File: src/rtl/tmr_pkg.sv
package tmr_pkg;
    localparam int REG_W = 8;
    localparam logic [15:0] ADDR_DIV = 16'hFF04;
    localparam logic [15:0] ADDR_CNT = 16'hFF05;
    localparam logic [15:0] ADDR_MOD = 16'hFF06;
    localparam logic [15:0] ADDR_CTL = 16'hFF07;
    localparam int CTL_W = 3;
    localparam int CTL_RUN = 2;
    // shortest and longest counter period, as powers of two
    localparam int MIN_SH = 4;
    localparam int MAX_SH = 10;

    typedef struct packed {
        logic wr_div;
        logic wr_cnt;
        logic wr_mod;
        logic wr_ctl;
    } wr_strb_t;

    // rate code -> log2 of CPU cycles per counter increment
    function automatic int rate_shift(input logic [1:0] code);
        case (code)
            2'b00: return 10;
            2'b01: return 4;
            2'b10: return 6;
            default: return 8;
        endcase
    endfunction
endpackage

File: src/rtl/tmr_bus_dec.sv
module tmr_bus_dec
    import tmr_pkg::*;
(
    input  logic [15:0]      bus_addr,
    input  logic             bus_wr,
    input  logic [REG_W-1:0] div_val,
    input  logic [REG_W-1:0] cnt_val,
    input  logic [REG_W-1:0] mod_val,
    input  logic [CTL_W-1:0] ctl_val,
    output wr_strb_t         strb,
    output logic [REG_W-1:0] rdata
);
    always_comb begin
        strb        = '0;
        strb.wr_div = bus_wr && (bus_addr == ADDR_DIV);
        strb.wr_cnt = bus_wr && (bus_addr == ADDR_CNT);
        strb.wr_mod = bus_wr && (bus_addr == ADDR_MOD);
        strb.wr_ctl = bus_wr && (bus_addr == ADDR_CTL);
        case (bus_addr)
            ADDR_DIV: rdata = div_val;
            ADDR_CNT: rdata = cnt_val;
            ADDR_MOD: rdata = mod_val;
            ADDR_CTL: rdata = {{(REG_W-CTL_W){1'b0}}, ctl_val};
            default:  rdata = '0;
        endcase
    end
endmodule

File: src/rtl/tmr_div_unit.sv
module tmr_div_unit
    import tmr_pkg::*;
#(
    parameter int CYC_W     = 8,
    parameter int DIV_ACC_W = 8
) (
    input  logic             clk,
    input  logic             rst_n,
    input  logic             step_valid,
    input  logic [CYC_W-1:0] step_cycles,
    input  logic             clr,
    output logic [REG_W-1:0] div_val
);
    localparam int SUM_W = DIV_ACC_W + 1;

    typedef struct packed {
        logic [DIV_ACC_W-1:0] acc;
        logic [REG_W-1:0]     div;
    } div_st_t;

    div_st_t st_d, st_q;
    logic [SUM_W-1:0] sum;

    always_comb begin
        st_d = st_q;
        sum  = SUM_W'(st_q.acc) + SUM_W'(step_cycles);
        if (clr) begin
            st_d.acc = '0;
            st_d.div = '0;
        end else if (step_valid) begin
            st_d.acc = sum[DIV_ACC_W-1:0];
            st_d.div = st_q.div + REG_W'(sum[DIV_ACC_W]);
        end
    end

    always_ff @(posedge clk) begin
        if (!rst_n) st_q <= '0;
        else        st_q <= st_d;
    end

    assign div_val = st_q.div;


    div_clear_chk: assert property (@(posedge clk) disable iff (!rst_n)
        clr |=> (div_val == '0));


    div_single_step_chk: assert property (@(posedge clk) disable iff (!rst_n)
        !clr |=> ((div_val == $past(div_val)) || (div_val == $past(div_val) + 8'd1)));
endmodule

File: src/rtl/tmr_count_unit.sv
module tmr_count_unit
    import tmr_pkg::*;
#(
    parameter int CYC_W     = 8,
    parameter int TACC_W    = MAX_SH,
    parameter int MAX_TICKS = 16,
    parameter int OVF_W     = 5
) (
    input  logic             clk,
    input  logic             rst_n,
    input  logic             step_valid,
    input  logic [CYC_W-1:0] step_cycles,
    input  wr_strb_t         strb,
    input  logic [REG_W-1:0] wdata,
    output logic [REG_W-1:0] cnt_val,
    output logic [REG_W-1:0] mod_val,
    output logic [CTL_W-1:0] ctl_val,
    output logic [OVF_W-1:0] ovf_cnt
);
    localparam int SUM_W = TACC_W + 1;

    typedef struct packed {
        logic [TACC_W-1:0] acc;
        logic [REG_W-1:0]  cnt;
        logic [REG_W-1:0]  mod;
        logic [CTL_W-1:0]  ctl;
        logic [OVF_W-1:0]  ovf;
    } cnt_st_t;

    cnt_st_t st_d, st_q;

    logic [SUM_W-1:0] sum, mask, ticks, lim;
    logic [REG_W-1:0] walk;
    logic [OVF_W-1:0] ovf_n;
    logic             run;

    always_comb begin
        run   = st_q.ctl[CTL_RUN];
        lim   = SUM_W'(1) << rate_shift(st_q.ctl[1:0]);
        mask  = lim - SUM_W'(1);
        sum   = SUM_W'(st_q.acc) + SUM_W'(step_cycles);
        ticks = sum >> rate_shift(st_q.ctl[1:0]);
        walk  = st_q.cnt;
        ovf_n = '0;
        for (int i = 0; i < MAX_TICKS; i++) begin
            if (SUM_W'(i) < ticks) begin
                if (walk == {REG_W{1'b1}}) begin
                    walk  = st_q.mod;
                    ovf_n = ovf_n + OVF_W'(1);
                end else begin
                    walk = walk + REG_W'(1);
                end
            end
        end

        st_d     = st_q;
        st_d.ovf = '0;
        if (run && step_valid) begin
            st_d.acc = TACC_W'(sum & mask);
            st_d.cnt = walk;
            st_d.ovf = ovf_n;
        end
        if (strb.wr_cnt) st_d.cnt = wdata;
        if (strb.wr_mod) st_d.mod = wdata;
        if (strb.wr_ctl) begin
            st_d.ctl = wdata[CTL_W-1:0];
            st_d.acc = '0;
        end
    end

    always_ff @(posedge clk) begin
        if (!rst_n) st_q <= '0;
        else        st_q <= st_d;
    end

    assign cnt_val = st_q.cnt;
    assign mod_val = st_q.mod;
    assign ctl_val = st_q.ctl;
    assign ovf_cnt = st_q.ovf;


    stopped_hold_chk: assert property (@(posedge clk) disable iff (!rst_n)
        (!run && !strb.wr_cnt) |=> $stable(cnt_val));


    cnt_write_wins_chk: assert property (@(posedge clk) disable iff (!rst_n)
        strb.wr_cnt |=> (cnt_val == $past(wdata)));


    ctl_write_clears_chk: assert property (@(posedge clk) disable iff (!rst_n)
        strb.wr_ctl |=> (st_q.acc == '0));


    acc_bound_chk: assert property (@(posedge clk) disable iff (!rst_n)
        SUM_W'(st_q.acc) < lim);


    ovf_needs_run_chk: assert property (@(posedge clk) disable iff (!rst_n)
        (ovf_cnt != '0) |-> $past(run && step_valid));
endmodule

File: src/rtl/step_timer.sv
module step_timer
    import tmr_pkg::*;
#(
    parameter int CYC_W     = 8,
    parameter int DIV_ACC_W = 8,
    parameter int MAX_TICKS = ((2 ** CYC_W) - 1 + (2 ** MIN_SH) - 1) / (2 ** MIN_SH),
    parameter int OVF_W     = $clog2(MAX_TICKS + 1)
) (
    input  logic             clk,
    input  logic             rst_n,
    input  logic             step_valid,
    input  logic [CYC_W-1:0] step_cycles,
    input  logic [15:0]      bus_addr,
    input  logic             bus_wr,
    input  logic [7:0]       bus_wdata,
    output logic [7:0]       bus_rdata,
    output logic             tmr_irq,
    output logic [OVF_W-1:0] tmr_ovf_cnt
);
    wr_strb_t         strb;
    logic [REG_W-1:0] div_val, cnt_val, mod_val;
    logic [CTL_W-1:0] ctl_val;

    tmr_bus_dec u_dec (
        .bus_addr (bus_addr),
        .bus_wr   (bus_wr),
        .div_val  (div_val),
        .cnt_val  (cnt_val),
        .mod_val  (mod_val),
        .ctl_val  (ctl_val),
        .strb     (strb),
        .rdata    (bus_rdata)
    );

    tmr_div_unit #(.CYC_W(CYC_W), .DIV_ACC_W(DIV_ACC_W)) u_div (
        .clk         (clk),
        .rst_n       (rst_n),
        .step_valid  (step_valid),
        .step_cycles (step_cycles),
        .clr         (strb.wr_div),
        .div_val     (div_val)
    );

    tmr_count_unit #(
        .CYC_W(CYC_W), .TACC_W(MAX_SH), .MAX_TICKS(MAX_TICKS), .OVF_W(OVF_W)
    ) u_cnt (
        .clk         (clk),
        .rst_n       (rst_n),
        .step_valid  (step_valid),
        .step_cycles (step_cycles),
        .strb        (strb),
        .wdata       (bus_wdata),
        .cnt_val     (cnt_val),
        .mod_val     (mod_val),
        .ctl_val     (ctl_val),
        .ovf_cnt     (tmr_ovf_cnt)
    );

    assign tmr_irq = (tmr_ovf_cnt != '0);
endmodule

File: config.mk
export PLATFORM = sky130hd
export DESIGN_NAME = step_timer
export DESIGN_NICKNAME = d
export VERILOG_FILES = /design/src/rtl/tmr_pkg.sv /design/src/rtl/tmr_bus_dec.sv /design/src/rtl/tmr_div_unit.sv /design/src/rtl/tmr_count_unit.sv /design/src/rtl/step_timer.sv
export SDC_FILE = /design/constraint.sdc
export NUM_CORES = 1
export LEC_CHECK = 0
export ABC_AREA = 1
export BUFFER_PORTS_ARGS = -buffer_cell sky130_fd_sc_hd__buf_2
export CAP_MARGIN = 20
export CORE_AREA = 2 2 198 152
export CTS_CLUSTER_DIAMETER = 40
export CTS_CLUSTER_SIZE = 8
export DETAILED_ROUTE_END_ITERATION = 8
export DIE_AREA = 0 0 200 154
export GPL_TIMING_DRIVEN = 0
export SLEW_MARGIN = 20
export SYNTH_ARGS = -nofsm -noshare
export SYNTH_HDL_FRONTEND = slang
export SYNTH_SLANG_ARGS = --single-unit
export TNS_END_PERCENT = 5
File: constraint.sdc
create_clock -name clk -period 32.2 [get_ports clk]
set_input_delay 6.44 -clock clk [delete_from_list [all_inputs] [get_ports clk]]
set_output_delay 6.44 -clock clk [all_outputs]
set_load 0.01 [all_outputs]
Word level (Yosys, flattened, before mapping)
Index checks and enable logic that the tools add are counted.
{"block": "totals", "register_bits": 50, "latchBits": 0, "ramBits": 0, "romBits": 0, "input_bits": 36, "out_inout_bits": 14, "elab_cells": 163, "mem_count": 0}
{"block": "op_classes", "add_sub_neg": 35, "n_mul": 0, "div": 0, "magnitude_cmp": 16, "eq_ne": 22, "shifts": 2, "muxes": 68, "n_bitwise": 2, "reduce_logical": 11}
{"cell": "two-way mux 8 bit", "n": 34}
{"cell": "two-way mux 5 bit", "n": 31}
{"cell": "adder 8 x 1 -> 8 bit (second input constant)", "n": 16}
{"cell": "== test 8 bit (second input constant)", "n": 16}
{"cell": "less-than comparator 4 x 11 -> 1 bit (first input constant)", "n": 8}
{"cell": "adder 5 x 1 -> 5 bit (second input constant)", "n": 15}
{"cell": "== test 16 bit (second input constant)", "n": 4}
{"cell": "less-than comparator 3 x 11 -> 1 bit (first input constant)", "n": 4}
{"cell": "case mux 8 bit (4 select lines)", "n": 1}
{"cell": "less-than comparator 1 x 11 -> 1 bit (first input constant)", "n": 2}
{"cell": "less-than comparator 2 x 11 -> 1 bit (first input constant)", "n": 2}
{"cell": "case mux 4 bit (3 select lines)", "n": 1}
{"cell": "adder 10 x 8 -> 11 bit", "n": 1}
{"cell": "right shift 11 x 4 -> 11 bit", "n": 1}
{"cell": "bitwise AND 10 bit", "n": 1}
{"cell": "<< shifter 1 x 4 -> 10 bit (first input constant)", "n": 1}
{"cell": "subtractor 10 x 1 -> 10 bit (second input constant)", "n": 1}
{"cell": "adder 8 x 8 -> 9 bit", "n": 1}
{"cell": "adder 8 x 1 -> 8 bit", "n": 1}
{"cell": "logical AND 1 bit", "n": 5}
{"cell": "nonzero test 5 bit", "n": 1}
{"cell": "OR reduction 2 bit", "n": 2}
{"cell": "== test 2 x 1 -> 1 bit (second input constant)", "n": 1}
{"cell": "== test 2 bit (second input constant)", "n": 1}
{"cell": "5 further kinds", "n": 5}

Longest topological paths before layout
Gate-level depths: netlist (run 1).
{"block": "depth", "word_depth": 52, "ltp_mapped": 146, "depth_no_buf": 144}

Modules after synthesis
From an unflattened synthesis (run 1), not the netlist that was laid out.
{"block": "hier_totals", "hier_cells": 2012, "hier_area_um2": 12228.0}
{"module": "tmr_count_unit", "n_inst": 1, "cells_per_inst": 1766, "area_each_um2": 10740.3, "seq_area_each_um2": 680.7}
{"module": "tmr_div_unit", "n_inst": 1, "cells_per_inst": 156, "area_each_um2": 1082.3, "seq_area_each_um2": 320.3}
{"module": "tmr_bus_dec", "n_inst": 1, "cells_per_inst": 86, "area_each_um2": 389.1, "seq_area_each_um2": 0.0}
{"module": "step_timer", "n_inst": 1, "cells_per_inst": 4, "area_each_um2": 16.3, "seq_area_each_um2": 0.0}

Least setup slack after synthesis (run 1)
No wires, ideal clock.
{"block": "synth_timing", "path_kind": "input-to-reg", "startpoint": "in step_cycles[0]", "endpoint": "reg u_cnt.st_q, in the netlist u_cnt.ovf_cnt[2]", "setup_time_ps": 123, "arrival_ps": 22120, "required_ps": 32077, "slack_ps": 9957, "stages": 137, "n_path_buf": 4, "path_cell_list": "ha_1 -> fa_1 -> nand2_1 -> nand2_2 -> nand3_1 -> nand3_1 -> nand2_1 -> nand2_1 -> nand3_1 -> nand3_4 -> nor2_8 -> nand3_4 -> buf_6 -> nand2_1 -> o21ai_2 -> inv_2 -> ha_1 -> nand3_2 -> (+101 left out) -> inv_2 -> ha_1 -> nand3_4 -> nor2_4 -> nand2_2 -> nor2_4 -> nand3_1 -> nand3_1 -> nand2_1 -> inv_1 -> ha_1 -> nand2_4 -> nor2_4 -> nand3_2 -> nor2_4 -> inv_2 -> o21ai_1 -> a21oi_1"}
{"block": "synth_via", "elab_chain_cells": 49, "word_cells_on_any_way": 122, "classes_between": "add/sub (30); order compare (16); eq/ne (15); shift (1); mux (60)"}
{"item": "start: declaration", "line_no": "step_timer.sv:12", "source": "input logic [CYC_W-1:0] step_cycles,"}
{"item": "adder 10 x 8 -> 11 bit (*)", "line_no": "tmr_count_unit.sv:41", "source": "sum = SUM_W'(st_q.acc) + SUM_W'(step_cycles);"}
{"item": "right shift 11 x 4 -> 11 bit (*)", "line_no": "tmr_count_unit.sv:42", "source": "ticks = sum >> rate_shift(st_q.ctl[1:0]);"}
{"item": "less-than comparator 1 x 11 -> 1 bit", "line_no": "tmr_count_unit.sv:46", "source": "if (SUM_W'(i) < ticks) begin"}
{"item": "two-way mux 8 bit / two-way mux 5 bit (equally long branches)", "line_no": "tmr_count_unit.sv:46"}
{"item": "adder 8 x 1 -> 8 bit, or another cell as far along", "line_no": "tmr_count_unit.sv:51", "source": "walk = walk + REG_W'(1);"}
{"item": "two-way mux 8 bit / two-way mux 5 bit (equally long branches)", "line_no": "tmr_count_unit.sv:47", "source": "if (walk == {REG_W{1'b1}}) begin"}
{"item": "two-way mux 8 bit / two-way mux 5 bit (equally long branches)", "line_no": "tmr_count_unit.sv:46"}
{"item": "adder 8 x 1 -> 8 bit, or another cell as far along", "line_no": "tmr_count_unit.sv:51"}
{"item": "(+33 left out)"}
{"item": "two-way mux 8 bit / two-way mux 5 bit (equally long branches)", "line_no": "tmr_count_unit.sv:47"}
{"item": "two-way mux 8 bit / two-way mux 5 bit (equally long branches)", "line_no": "tmr_count_unit.sv:46"}
{"item": "adder 8 x 1 -> 8 bit, or another cell as far along", "line_no": "tmr_count_unit.sv:51"}
{"item": "two-way mux 8 bit / two-way mux 5 bit (equally long branches)", "line_no": "tmr_count_unit.sv:47"}
{"item": "two-way mux 8 bit / two-way mux 5 bit (equally long branches)", "line_no": "tmr_count_unit.sv:46"}
{"item": "== test 8 bit / adder 5 x 1 -> 5 bit (equally long branches)", "line_no": "tmr_count_unit.sv:47, tmr_count_unit.sv:49"}
{"item": "two-way mux 5 bit", "line_no": "tmr_count_unit.sv:47"}
{"item": "two-way mux 5 bit (*)", "line_no": "tmr_count_unit.sv:46"}
{"item": "end signal: assignment", "line_no": "tmr_count_unit.sv:73", "source": "else st_q <= st_d;"}
{"item": "end: declaration", "line_no": "tmr_count_unit.sv:30", "source": "cnt_st_t st_d, st_q;"}
Mark *: on every way between the ends. The rest lies on a longest branch, timed or not.
A chain may end at the register's enable or synchronous reset.

Worst setup path after layout (run 1)
{"block": "layout_timing", "startpoint": "in step_cycles[0]", "endpoint": "reg u_cnt.st_q, in the netlist u_cnt.cnt_val[7]"}
{"block": "layout_via", "elab_chain_cells": 51, "word_cells_on_any_way": 81, "classes_between": "add/sub (16); order compare (16); eq/ne (15); shift (1); mux (33)"}
{"item": "adder 10 x 8 -> 11 bit (*)", "line_no": "tmr_count_unit.sv:41"}
{"item": "right shift 11 x 4 -> 11 bit (*)", "line_no": "tmr_count_unit.sv:42"}
{"item": "less-than comparator 1 x 11 -> 1 bit", "line_no": "tmr_count_unit.sv:46"}
{"item": "two-way mux 8 bit", "line_no": "tmr_count_unit.sv:46"}
{"item": "adder 8 x 1 -> 8 bit / == test 8 bit (equally long branches)", "line_no": "tmr_count_unit.sv:51, tmr_count_unit.sv:47"}
{"item": "two-way mux 8 bit", "line_no": "tmr_count_unit.sv:47"}
{"item": "two-way mux 8 bit", "line_no": "tmr_count_unit.sv:46"}
{"item": "adder 8 x 1 -> 8 bit / == test 8 bit (equally long branches)", "line_no": "tmr_count_unit.sv:51, tmr_count_unit.sv:47"}
{"item": "(+35 left out)"}
{"item": "adder 8 x 1 -> 8 bit / == test 8 bit (equally long branches)", "line_no": "tmr_count_unit.sv:51, tmr_count_unit.sv:47"}
{"item": "two-way mux 8 bit", "line_no": "tmr_count_unit.sv:47"}
{"item": "two-way mux 8 bit", "line_no": "tmr_count_unit.sv:46"}
{"item": "adder 8 x 1 -> 8 bit / == test 8 bit (equally long branches)", "line_no": "tmr_count_unit.sv:51, tmr_count_unit.sv:47"}
{"item": "two-way mux 8 bit", "line_no": "tmr_count_unit.sv:47"}
{"item": "two-way mux 8 bit (*)", "line_no": "tmr_count_unit.sv:46"}
{"item": "two-way mux 8 bit (*)", "line_no": "tmr_count_unit.sv:58", "source": "if (run && step_valid) begin"}
{"item": "two-way mux 8 bit (*)", "line_no": "tmr_count_unit.sv:63", "source": "if (strb.wr_cnt) st_d.cnt = wdata;"}
Mark *: on every way between the ends. The rest lies on a longest branch, timed or not. The select of a mux whose other input is x is not followed.

==> results.json, run 1 <==
{
  "run_status": "finished, final reports clean",
  "critPathMostFrequentCell": "sky130_fd_sc_hd__nand2_1",
  "r2r_cells": 132,
  "crit_path_top_delay_cell": "sky130_fd_sc_hd__fa_1",
  "p_leak_nw": 5.998,
  "std_cell_rows": 54,
  "layout.cell_area.non_filler_um2": 12260,
  "timing.hold.worst.class": "register to register",
  "insertedDiodeCount": 0,
  "chipHeight_um": 154,
  "tritoncts": "done",
  "clkTransAtPathRegs_ns": 0.07,
  "core_um2": 28720,
  "die_width_um": 200,
  "ios": 50,
  "worst-setup-path-type": "input pin to register",
  "drt-vias-per-instance": 5.287,
  "number_of_nets_in_the_layout": 2104,
  "routedWlPerCell_um": 14.98,
  "power-per-cell-area_nw_per_um2": 11.46,
  "seq_area_frac_synth_pct": 8.803,
  "worstSetupEndpoint": "u_cnt.cnt_val[7]",
  "clock-root-buffer": "sky130_fd_sc_hd__clkbuf_16",
  "grt_pass1_vias": 11165,
  "final.period_utilization_pct": 79.09,
  "crit-reg2reg-capture": "u_cnt.cnt_val[7]",
  "layout.cells.non_filler": 2406,
  "ctsLongestPathBuffers": 2,
  "irDropWorstVdd_v": 0.00001968,
  "place.gp.congestion": 0.9023,
  "largest_fanout_on_the_critical_path": 10,
  "ant_nets": 0,
  "timing_hold_violations_final": 0,
  "drive_above_1_share_pct": 16.88,
  "cap_viol_max_count": 0,
  "finalPower_uw": 140.5,
  "crit_start": "step_cycles[0]",
  "timing.slew.headroom_pct": 32.29,
  "timing.critical_path.from_type": "input pin",
  "via_count": 12721,
  "insertion_delay_ns": 0.30,
  "cp.arrival_ns": 25.69,
  "skew_ns": 0.006850,
  "ys_ff_latch": 50,
  "cts_buffers": 5,
  "synth_warnings": 0,
  "grt_first_pass_wirelength_um": 57680,
  "gr-total-overflow": 0,
  "drt_wl_total_um": 36050,
  "hpwl_um": 29200,
  "antenna_found_initial": 1,
  "grt_setup_unrepaired": "false",
  "syn-mean-instance-area_um2": 5.804,
  "grt.total_usage_pct": 23.27,
  "timing.rr.start": "u_cnt.st_q[24]",
  "initial_core_util_pct": 39.60,
  "grt_start_max_net_pins": 16,
  "first_pass_iters": 7,
  "finalCriticalPeriod_ns": 25.47,
  "netlist_instances": 1959,
  "drc_errors": 0,
  "dp.cells": 2398,
  "setup_viol_count_final": 0,
  "dieArea_um2": 30800,
  "timing.final.max_slew_violations": 0,
  "wp_data_required_ns": 32.42,
  "placement.io_buffers": 47,
  "finalSetupTns_ns": 0,
  "cts_setup_buffers": 0,
  "critPathMaxStageDelay_ns": 0.41,
  "clock_sink_count": 50,
  "cts-resized-gates": 0,
  "post_synthesis_to_final_layout_area_growth_pct": 7.835,
  "postCtsHoldBufs": 0,
  "number_of_levels_in_the_clock_h_tree": 2,
  "cp-end-kind": "register",
  "timing.fmax_mhz": 39.27,
  "dpl_cell_area_um2": 12100,
  "worst_setup_slack_for_register_to_register_paths_ns": 12.74,
  "synth_net_count": 2050,
  "post_synth_instance_area_um2": 11370,
  "synthDistinctLibCells": 65,
  "detailedRoute.firstIterationViolations": 1107,
  "worst-slew-pin-transition_ns": 1.012,
  "fillers": 3150
}
-- state kept, by name, summed over array words and instances, names as in the netlist --
signal         cells
u_div.div_val      8
u_cnt.ovf_cnt      5
u_cnt.st_q        10
u_cnt.ctl_val      3
u_div.st_q         8
u_cnt.mod_val      8
u_cnt.cnt_val      8
-- worst max-delay path: cells and delay by family --
kind                     cells  cell delay [ns]
buffers and inverters       13             1.60
AO/OA/AOI/OAI               12             2.04
AND/OR/NAND/NOR             91            11.54
adder cells (fa/ha/maj)     17             3.97
-- how the worst min path moves through the flow --
stage | from | to | slack (ns) | cells after the start
6_report | u_div.st_q[8] | u_div.st_q[8] | 0.47 | 2
2_1_floorplan | u_cnt.ctl_val[2] | u_cnt.ctl_val[2] | 0.44 | 2
5_1_grt | u_cnt.st_q[31] | u_cnt.st_q[31] | 0.50 | 2
3_5_place_dp | u_cnt.st_q[26] | u_cnt.st_q[26] | 0.46 | 2
4_1_cts | u_cnt.st_q[26] | u_cnt.st_q[26] | 0.47 | 2
3_3_place_gp | u_cnt.st_q[29] | u_cnt.st_q[29] | 0.45 | 2
-- logic make-up (layout without fill, tap and decap cells) --
family                   count (synthesis)  after routing  synth area share [%]
flip-flops                              50             50                 8.803
buffers and inverters                  327            382                 12.49
multiplexers                             1              1               0.09902
AND/OR/NAND/NOR                       1262           1262                 56.93
XOR/XNOR                                59             59                 4.544
AO/OA/AOI/OAI                          205            205                 10.95
adder cells (fa/ha/maj)                 55             55                 6.184
-- routing by layer --
| metal | share of wire, % | GRT usage (%) | up-vias | routed length (µm) |
|---|---|---|---|---|
| met5 | 0 | 0 | - | 0 |
| met4 | 0.75 | 2.504 | 0 | 271 |
| met3 | 6.2 | 2.018 | 20 | 2223 |
| met2 | 41 | 34.46 | 365 | 14830 |
| met1 | 52 | 36.90 | 5797 | 18730 |
| li1 | - | - | 6539 | - |
-- where the power goes --
part	internal (mW)	leakage (nW)	switching, mW
registers	0.0631	0.405	0.000749
logic	0.00640	5.51	0.00952
clock network	0.0364	0.0836	0.0244
total	0.106	6.00	0.0346
-- placed cells by master (no fill, tap or decap), types with 5 or more instances in the layout --
master                      count
sky130_fd_sc_hd__clkbuf_1       6
sky130_fd_sc_hd__inv_1        225
sky130_fd_sc_hd__buf_6          7
sky130_fd_sc_hd__o221ai_1       9
sky130_fd_sc_hd__o211ai_1       5
sky130_fd_sc_hd__nand2_2       52
sky130_fd_sc_hd__clkbuf_4       7
sky130_fd_sc_hd__ha_1          53
sky130_fd_sc_hd__nand2_1      555
sky130_fd_sc_hd__or2_2          6
sky130_fd_sc_hd__clkbuf_16      5
sky130_fd_sc_hd__nor2_2        21
sky130_fd_sc_hd__xor2_1        43
sky130_fd_sc_hd__o21ai_1       29
sky130_fd_sc_hd__nand3_4       15
sky130_fd_sc_hd__nand4_1       79
sky130_fd_sc_hd__nor2_8         9
sky130_fd_sc_hd__nand3_2       34
sky130_fd_sc_hd__nand2_4       14
sky130_fd_sc_hd__a22oi_1        5
sky130_fd_sc_hd__nor2_4        34
sky130_fd_sc_hd__a21oi_1       66
sky130_fd_sc_hd__a211oi_1       7
sky130_fd_sc_hd__buf_2         56
sky130_fd_sc_hd__nand3_1      242
sky130_fd_sc_hd__xnor2_1       16
sky130_fd_sc_hd__nor3_1        15
sky130_fd_sc_hd__inv_2         38
sky130_fd_sc_hd__nor2_1       166
sky130_fd_sc_hd__clkinv_1      17
sky130_fd_sc_hd__o21ai_2        5
sky130_fd_sc_hd__dfxtp_1       50
sky130_fd_sc_hd__buf_4         11
sky130_fd_sc_hd__o21ai_0       49
-- synth_stat cells (all sizes together) --
library cell  number  area share, %
dlygate4sd3        1          0.088
nor4               2           0.11
clkbuf            14           0.78
o21ai             84            4.0
clkinv            18           0.61
a21o               1          0.066
nor2             230             12
ha                53            5.8
a22oi              5           0.33
or2                9           0.50
o21a               3           0.20
nand3            291             16
nor3              17           0.89
o21bai             3           0.20
or4                2           0.13
dfxtp             50            8.8
and2               1          0.055
fa                 2           0.35
mux2               1          0.099
a211oi             7           0.46
xnor2             16            1.2
a31oi              4           0.22
o211ai             6           0.44
buf               29            2.1
nand2            621             23
nor3b              3           0.20
inv              264            8.7
a21oi             74            3.8
o31ai              2           0.13
o22ai              5           0.33
a21boi             2           0.13
nand3b             4           0.26
o221ai             9           0.69
nand4             82            4.7
bufinv             1           0.15
xor2              43            3.3
-- through the flow --
stage               setup slack [ns]  util, %  hold WS [ns]
finish                         6.734    42.70        0.4692
global route                   4.831    42.70        0.4991
CTS                            6.947    42.70        0.4702
detailed placement             6.733    42.13        0.4594
global placement               6.861    42.13        0.4545
floorplan                      9.957        -        0.4445
-- cell type report --
cell class | instances | area (µm²) | area share [%]
multi-input cells | 1582 | 8950 | 72.99
inverters | 283 | 1080 | 8.806
clock inverters | 3 | 40.04 | 0.3265
clock buffers | 5 | 125.1 | 1.020
well taps | 392 | 490.5 | 4.000
flip-flops and latches | 50 | 1001 | 8.163
repair buffers | 47 | 235.2 | 1.918
plain buffers | 44 | 340.3 | 2.775
(Power assumes the default switching activity.)
==> run 2: changes to the inputs <==
clock period = 21.5 ns   (was 32.2 ns; I/O delays follow)
==> results.json, run 2 (same netlist as run 1, synthesis figures left out) <==
{
  "critPathMaxStageDelay_ns": 0.40,
  "hpwl_um": 29200,
  "insertion_delay_ns": 0.30,
  "p_leak_nw": 6.340,
  "grt_first_pass_wirelength_um": 58180,
  "std_cell_rows": 54,
  "finalCriticalPeriod_ns": 20.34,
  "chipHeight_um": 154,
  "power-per-cell-area_nw_per_um2": 16.09,
  "die_width_um": 200,
  "number_of_nets_in_the_layout": 2166,
  "cp-end-kind": "register",
  "placement.io_buffers": 47,
  "detailedRoute.firstIterationViolations": 1088,
  "timing.critical_path.from_type": "input pin",
  "antenna_found_initial": 1,
  "wp_data_required_ns": 21.72,
  "worst-slew-pin-transition_ns": 0.9902,
  "use_met1_pct": 37.03,
  "clkTransAtPathRegs_ns": 0.07,
  "final.period_utilization_pct": 94.61,
  "timing.slew.headroom_pct": 33.74,
  "crit_family": "simple AND/OR/NAND/NOR gates",
  "dpl_worst_slack_ns": -1.827,
  "crit_path_top_delay_cell": "sky130_fd_sc_hd__fa_1",
  "routedWlPerCell_um": 15.03,
  "ant_nets": 0,
  "drc_errors": 0,
  "grt_start_max_net_pins": 16,
  "drt_wl_total_um": 37090,
  "cp.arrival_ns": 20.56,
  "initial_core_util_pct": 39.60,
  "drt-vias-per-instance": 5.265,
  "place.gp.congestion": 0.9023,
  "gr-usage-met3_pct": 2.150,
  "gr-total-overflow": 0,
  "timing_hold_violations_final": 0,
  "clock_sink_count": 50,
  "grt.busiest_layer": "met1",
  "first_pass_iters": 6,
  "critical_path_depth": 133,
  "setup_viol_count_final": 0,
  "cts_buffers": 5,
  "worst-setup-path-type": "input pin to register",
  "final.setup.worst_slack_ns": 1.159,
  "timing.fmax_mhz": 49.16,
  "grt_pass1_vias": 11298,
  "insertedDiodeCount": 0,
  "dieArea_um2": 30800,
  "via_count": 12994,
  "global_route.usage.met2_pct": 34.84,
  "timing.hold.worst.class": "register to register",
  "mostFrequentLayoutCell": "sky130_fd_sc_hd__nand2_1",
  "ios": 50,
  "post_synthesis_to_final_layout_area_growth_pct": 14.69,
  "worst-path-buf-inv": 16,
  "skew_ns": 0.005272,
  "number_of_levels_in_the_clock_h_tree": 2,
  "run_status": "finished, final reports clean",
  "layout.cells.most_common_list": "536 x sky130_fd_sc_hd__nand2_1, 234 x sky130_fd_sc_hd__nand3_1, 222 x sky130_fd_sc_hd__inv_1, 166 x sky130_fd_sc_hd__nor2_1, 79 x sky130_fd_sc_hd__nand4_1",
  "tritoncts": "done",
  "postCtsHoldBufs": 0,
  "timing.final.max_slew_violations": 0,
  "clock-root-buffer": "sky130_fd_sc_hd__clkbuf_16",
  "largest_fanout_on_the_critical_path": 10,
  "ctsLongestPathBuffers": 2,
  "drive_above_1_share_pct": 21.72,
  "irDropWorstVdd_v": 0.00002925,
  "min_path_cells": 2,
  "finalSetupTns_ns": 0,
  "grt.total_usage_pct": 23.47,
  "r2r_cells": 132,
  "largest_register_ff_count": 10,
  "critPathMostFrequentCell": "sky130_fd_sc_hd__nand2_1",
  "core_um2": 28720,
  "cap_viol_max_count": 0,
  "registers.top_by_ff_count": "u_cnt.st_q"
}
run 2: stage by stage:
stage	instance area [µm²]	utilization [%]	std cells	power, mW	hold WS [ns]
after floorplan	11370	-	1959	0.1127	0.4445
final	13040	45.42	2468	0.2099	0.4691
after CTS	12500	43.53	2427	0.2115	0.4702
after global routing	13040	45.42	2468	0.2194	0.4991
after detailed placement	12100	42.13	2398	0.1211	0.4594
after global placement	12100	42.13	2398	0.1206	0.4545
run 2: tightest hold or removal path, cell delays in order, from the launching register on:
cell and delay [ns]:
sky130_fd_sc_hd__dfxtp_1 0.31, sky130_fd_sc_hd__nand2_1 0.06, sky130_fd_sc_hd__a21oi_1 0.05
run 2: repair_timing:
item                                    4_1_cts  5_1_grt
pin swaps                                    21       42
gates resized for setup                      21       57
endpoints found under the setup margin       13       13
hold endpoints to repair                      0        0
buffers inserted                             21       41
run 2: cell type report:
cell class	instances	area (µm²)
Multi-Input combinational cell	1582	9250
Buffer	44	349.1
Timing Repair Buffer	109	700.7
Inverter	283	1085
Clock buffer	5	125.1
Tap cell	392	490.5
Fill cell	3110	15670
Clock inverter	3	40.04
Sequential cell	50	1001
run 2: power by group:
group | internal [mW] | switching (mW)
Combinational | 0.00963 | 0.0143
Sequential | 0.0945 | 0.00112
Clock | 0.0545 | 0.0359
run 2: metal layers:
layer	up-vias	share of wire, %
met4	0	0.61
met3	20	5.9
li1	6639	-
met1	5972	51
met2	363	42
met5	-	0
run 2: final timing paths:
path / slack, ns / startpoint / to
hold / removal: 0.47 / u_div.st_q[8] / u_div.st_q[8]
hold reg to reg: 0.47 / u_div.st_q[8] / u_div.st_q[8]
setup reg to reg: 5.00 / u_cnt.st_q[24] / u_cnt.cnt_val[7]
setup / recovery: 1.16 / step_cycles[0] / u_cnt.cnt_val[7]
